===== config.mk =====
export PLATFORM = sky130hd
export DESIGN_NAME = align_exc_unit
export DESIGN_NICKNAME = d
export VERILOG_FILES = /design/src/rtl/align_pkg.sv /design/src/rtl/align_classify.sv /design/src/rtl/align_misalign.sv /design/src/rtl/align_syndrome.sv /design/src/rtl/align_exc_unit.sv
export SDC_FILE = /design/constraint.sdc
export NUM_CORES = 1
export LEC_CHECK = 0
export BUFFER_PORTS_ARGS = -buffer_cell sky130_fd_sc_hd__buf_2
export CAP_MARGIN = 20
export CORE_MARGIN = 3
export CORE_UTILIZATION = 37
export CTS_BUF_LIST = sky130_fd_sc_hd__clkbuf_8
export DETAILED_ROUTE_END_ITERATION = 10
export PLACE_DENSITY = 0.72
export SLEW_MARGIN = 20
export SYNTH_ARGS = -nofsm -noshare
export SYNTH_HDL_FRONTEND = slang
export SYNTH_SLANG_ARGS = --single-unit

===== constraint.sdc =====
create_clock -name clk -period 3.03 [get_ports clk]
set_input_delay 0.303 -clock clk [delete_from_list [all_inputs] [get_ports clk]]
set_output_delay 0.303 -clock clk [all_outputs]
set_load 0.01 [all_outputs]

===== src/rtl/align_pkg.sv =====
package align_pkg;
  localparam int PRIM_W = 6;
  localparam int EXT_W  = 10;
  localparam int REG_W  = 5;
  localparam int BITS_W = 7;

  localparam logic [EXT_W-1:0] EXT_CBZ = 10'd1014;

  typedef struct packed {
    logic fp;       // floating or qualifying paired-single
    logic multi;    // multiword or string
    logic rsv;      // reserve / conditional store
    logic xctl;     // external control
    logic cbz;      // cache-block-zero
  } acc_class_t;

  function automatic logic is_string_ext(input logic [EXT_W-1:0] x);
    return (x == 10'd533) || (x == 10'd597) || (x == 10'd661) || (x == 10'd725);
  endfunction
endpackage


===== src/rtl/align_classify.sv =====
module align_classify
  import align_pkg::*;
(
  input  logic [PRIM_W-1:0] prim,
  input  logic [EXT_W-1:0]  ext,
  input  logic              w_sel,
  input  logic              wx_sel,
  input  logic [BITS_W-1:0] bits,
  output acc_class_t        cls
);
  logic ps_ok_w, ps_ok_wx, fp_plain, fp_ps, fp_psx;

  always_comb begin
    ps_ok_w  = (bits == 7'd32 && w_sel)  || (bits == 7'd64 && !w_sel);
    ps_ok_wx = (bits == 7'd32 && wx_sel) || (bits == 7'd64 && !wx_sel);
    fp_plain = (prim >= 6'd48) && (prim <= 6'd55);
    fp_ps    = (prim >= 6'd56) && (prim <= 6'd61) && ps_ok_w;
    fp_psx   = (prim == 6'd4) && (ext != EXT_CBZ) && ps_ok_wx;
    cls.fp    = fp_plain || fp_ps || fp_psx;
    cls.multi = (prim == 6'd46) || (prim == 6'd47) ||
                ((prim == 6'd31) && is_string_ext(ext));
    cls.rsv   = (prim == 6'd31) && ((ext == 10'd20) || (ext == 10'd150));
    cls.xctl  = (prim == 6'd31) && ((ext == 10'd310) || (ext == 10'd438));
    cls.cbz   = (ext == EXT_CBZ) && ((prim == 6'd31) || (prim == 6'd4));
  end
endmodule


===== src/rtl/align_misalign.sv =====
module align_misalign
  import align_pkg::*;
#(
  parameter int ADDR_W    = 32,
  parameter int CAP_BYTES = 4
) (
  input  logic [BITS_W-1:0] bits,
  input  logic [ADDR_W-1:0] addr,
  output logic              misaligned
);
  localparam logic [BITS_W-1:0] CAP = BITS_W'(CAP_BYTES);

  logic [BITS_W-1:0] nbytes, span, mask;

  always_comb begin
    nbytes     = bits >> 3;
    span       = (nbytes > CAP) ? CAP : nbytes;
    mask       = (span == '0) ? '0 : span - 1'b1;
    misaligned = (addr & ADDR_W'(mask)) != '0;
  end
endmodule


===== src/rtl/align_syndrome.sv =====
module align_syndrome
  import align_pkg::*;
#(
  parameter int SYN_W = 32
) (
  input  logic [PRIM_W-1:0] prim,
  input  logic [EXT_W-1:0]  ext,
  input  logic [REG_W-1:0]  rd,
  input  logic [REG_W-1:0]  ra,
  output logic [SYN_W-1:0]  syn
);
  logic       use_ext;
  logic [1:0] op_hi;
  logic [4:0] op_lo;

  always_comb begin
    use_ext = prim >= 6'd32;
    op_hi   = use_ext ? ext[9:8] : 2'b00;
    op_lo   = use_ext ? ext[4:0] : prim[5:1];
    syn     = '0;
    syn[16:15] = op_hi;
    syn[14:10] = op_lo;
    syn[9:5]   = rd;
    syn[4:0]   = ra;
  end
endmodule


===== src/rtl/align_exc_unit.sv =====
module align_exc_unit
  import align_pkg::*;
#(
  parameter int          ADDR_W    = 32,
  parameter int          MSR_W     = 32,
  parameter int          CAP_BYTES = 4,
  parameter int          LE_BIT    = 0,
  parameter int          ILE_BIT   = 16,
  parameter logic [31:0] VECTOR    = 32'h0000_0600,
  parameter logic [31:0] MSR_CLR   = 32'h0004_EF36
) (
  input  logic              clk,
  input  logic              rst,
  input  logic              req_valid,
  output logic              req_ready,
  input  logic [5:0]        req_prim,
  input  logic [9:0]        req_ext,
  input  logic [4:0]        req_rd,
  input  logic [4:0]        req_ra,
  input  logic              req_w,
  input  logic              req_wx,
  input  logic [6:0]        req_bits,
  input  logic [ADDR_W-1:0] req_addr,
  input  logic              req_wi,
  input  logic              req_dce,
  input  logic [MSR_W-1:0]  req_msr,
  output logic              trap_now,
  output logic              exc_pulse,
  output logic [ADDR_W-1:0] fault_addr,
  output logic [31:0]       syndrome,
  output logic [ADDR_W-1:0] handler_pc,
  output logic [MSR_W-1:0]  handler_msr
);
  localparam logic [MSR_W-1:0] CLR_M = MSR_W'(MSR_CLR);

  acc_class_t        cls;
  logic              misaligned;
  logic [31:0]       syn_next;
  logic              le_mode, strict_cls, decide;
  logic [MSR_W-1:0]  msr_next;

  align_classify u_cls (
    .prim(req_prim), .ext(req_ext), .w_sel(req_w), .wx_sel(req_wx),
    .bits(req_bits), .cls(cls)
  );

  align_misalign #(.ADDR_W(ADDR_W), .CAP_BYTES(CAP_BYTES)) u_mis (
    .bits(req_bits), .addr(req_addr), .misaligned(misaligned)
  );

  align_syndrome #(.SYN_W(32)) u_syn (
    .prim(req_prim), .ext(req_ext), .rd(req_rd), .ra(req_ra), .syn(syn_next)
  );

  always_comb begin
    le_mode    = req_msr[LE_BIT];
    strict_cls = cls.fp || cls.multi || cls.rsv || cls.xctl;
    decide     = (cls.cbz && (req_wi || !req_dce)) ||
                 (strict_cls && misaligned) ||
                 (cls.multi && le_mode);
    trap_now   = req_valid && decide;
    msr_next          = req_msr & ~CLR_M;
    msr_next[LE_BIT]  = req_msr[ILE_BIT];
  end

  assign req_ready = 1'b1;

  always_ff @(posedge clk) begin
    if (rst) begin
      exc_pulse   <= 1'b0;
      fault_addr  <= '0;
      syndrome    <= '0;
      handler_pc  <= '0;
      handler_msr <= '0;
    end else begin
      exc_pulse <= trap_now;
      if (trap_now) begin
        fault_addr  <= req_addr;
        syndrome    <= syn_next;
        handler_pc  <= ADDR_W'(VECTOR);
        handler_msr <= msr_next;
      end
    end
  end
endmodule


==> summary.md <==
| Metric | Value |
|---|---|
| Status | `complete, no violations` |
| Via density | `4.950` |
| Critical path peak fanout | `14` |
| Core area | `8976 um^2` |
| Clock slew seen by the registers of the worst setup and hold paths | `0.08 ns` |
| Synthesized area per cell | `8.188 um^2` |
| Post-CTS Hold Fix Bufs | `0` |
| Post-CTS Setup Bufs | `0` |
| Syn Inst Count | `428` |
| Global-route track usage on met1 | `20.63%` |
| Register area share after synthesis | `39.99%` |
| Total placed cells including tap cells | `687` |
| Io pins | `235` |
| Drt first pass iters | `4` |
| CTS tree | `yes` |
| Total of max-cap violations | `0` |
| Hold Crit Class | `in2reg` |
| Post-cts resize count | `0` |
| Max Clock Skew | `0 ns` |
| Setup crit start kind | `input pin` |
| Critical path class | `in2out` |
| Largest net degree at the start of global routing | `37` |
| Yosys cell types | `43` |
| Sw Share | `24.22%` |
| Area Growth Syn to Fin | `24.56%` |
| Synth Flop Type | `dfxtp_1` |
| Final setup fails | `0` |
| DRC viols | `0` |
| Sum of negative setup slack | `0 ns` |
| Top Usage Layer GRT | `met2` |
| Slew HR | `46.64%` |
| Initial antenna violation count | `0` |
| Met2 Usage GRT | `30.74%` |
| CTS Sinks | `70` |
| Total congestion overflow | `0` |
| Synth Register Bits | `70` |
| Post-synth EDFFs | `0` |
| Psw | `0.5129 mW` |
| Full die area | `10680 um^2` |
| Avg WL per Cell | `14.00 um` |
| GPL Wtd Cong | `0.8393` |
| Tcrit/Tclk final | `78.60%` |
| Clk pwr share | `43.8%` |
| Vias post-DR | `3480` |
| Ant. Diodes | `0` |
| Final wirelength | `9.842 mm` |
| # port buffers | `164` |
| Die Y-Extent | `103.3 um` |
| Starting Density | `39.04%` |
| Final Slew Violations | `0` |
| Gr usage total | `17.28%` |
| CTS HTree Levels | `3` |
| Share of cells above drive strength 1 | `34.32%` |
| Worst-Margin Slew | `0.8005 ns` |
| CTS Buffer Depth | `2` |
| Worst hold slack | `0.2275 ns` |
| Final Power | `2.117 mW` |
| CTS Buf Count | `9` |
| Vias in the first global route | `3111` |
| Detail Route Antenna Nets | `0` |
| CP required | `2.73 ns` |
| Crit path time final | `2.381 ns` |
| Hpwl dp | `7.087 mm` |
| Met3 usage | `5.164%` |
| Clock Tree Root | `clkbuf_8` |
| Power share of the combinational group | `11.2%` |
| Post-Synthesis Cell Area | `3505 um^2` |
| Non-Filler Instances | `703` |
| Internal power | `1.605 mW` |
| Share of power burned in registers | `45.1%` |
| Clock Latency Late Sink | `0.33 ns` |
| First-pass GRT wire length | `14.86 mm` |
| Crit end category | `output pin` |
| Die X | `103.3 um` |
| Ys async rst share | `0%` |
| Fin util | `48.63%` |
| Power Density | `485.0 nW/um^2` |
| RSZ-0062 raised after global routing | `no` |
| CP Data Arrival Time | `2.08 ns` |
| Fin nets | `676` |
| Peak supply drop | `0.2649 mV` |
| Warnings, synthesis | `0` |
| Fmax achieved | `419.9 MHz` |
| FP Rows | `34` |
| Count of final hold-check violations | `0` |
| Pleak | `1.964 nW` |
| Initial DRC count | `89` |
layout by cell type (no fill, tap or decap), drive strengths merged, types with 8 or more instances in the layout:
cell	instances
nand3	65
nor3	9
a21oi	64
dfxtp	70
nor2	8
o21ai	65
buf	174
clkbuf	10
conb	58
worst paths after layout:
| kind | slack, ns | endpoint | cells after the start | from |
|---|---|---|---|---|
| worst min-delay path | 0.23 | syndrome[2] | 3 | req_ra[2] |
| worst max register to register | 2.27 | syndrome[13] | 2 | syndrome[13] |
| worst max-delay path | 0.65 | trap_now | 8 | req_ext[3] |
| worst min register to register | 0.46 | syndrome[2] | 2 | syndrome[2] |
synth_stat cells, types with 5 or more instances:
| cell | n | area share [%] |
|---|---|---|
| o21ai_0 | 41 | 5.9 |
| a21oi_1 | 64 | 9.1 |
| nand2_1 | 5 | 0.54 |
| o21ai_1 | 24 | 3.4 |
| dfxtp_1 | 70 | 40 |
| buf_4 | 61 | 13 |
| clkbuf_1 | 9 | 0.96 |
| nor3_1 | 8 | 1.1 |
| nand3_1 | 65 | 9.3 |
| nor2_1 | 8 | 0.86 |
| buf_2 | 15 | 2.1 |
| buf_6 | 8 | 2.6 |
power by group through the flow:
stage / Combinational, mW / Clock, mW / Sequential (mW)
CTS: 0.235 / 0.953 / 0.955
detailed placement: 0.234 / 0 / 0.976
floorplan: 0.174 / 0 / 0.987
finish: 0.236 / 0.926 / 0.955
global placement: 0.230 / 0 / 0.975
global route: 0.265 / 0.993 / 0.957
stage by stage:
step	setup WS [ns]	area, um^2
final	0.6485	4365
after floorplan	0.9206	3715
after global routing	0.5261	4365
after detailed placement	0.3728	4118
after global placement	0.4299	4118
after CTS	0.6242	4365
final cells by class:
type | count | area (um^2)
clock buffers | 10 | 137.6
clock inverters | 6 | 110.1
fillers | 911 | 4611
inverters | 3 | 11.26
multi-input cells | 314 | 1639
flip-flops and latches | 70 | 1401
well taps | 126 | 157.7
repair buffers | 174 | 908.4
critical path, cell delays in order:
cell and delay (ns):
buf_2 0.11, nand4b_1 0.21, or4b_1 0.58, a211o_1 0.34, o211ai_4 0.21, nor2_1 0.13
inv_1 0.07, buf_2 0.12
routing by layer:
metal	vias up	wire, um
met5	-	0
met4	0	40
met3	4	814
met2	147	4923
met1	1633	4064
li1	1696	-
state kept, by name (all words and copies together) (netlist names):
signal       count
handler_msr     19
syndrome        17
exc_pulse        1
handler_pc       1
fault_addr      32
logic make-up (layout without fill, tap and decap cells):
family          count (synthesis)  after routing  share of synthesized area, %
compound gates                148            148                         23.35
simple gates                  107            107                         16.67
buf+inv                       100            193                         19.49
other cells                     2             58                        0.2143
flops                          70             70                         39.99
mux                             1              1                        0.2856
(Power assumes the default switching activity.)
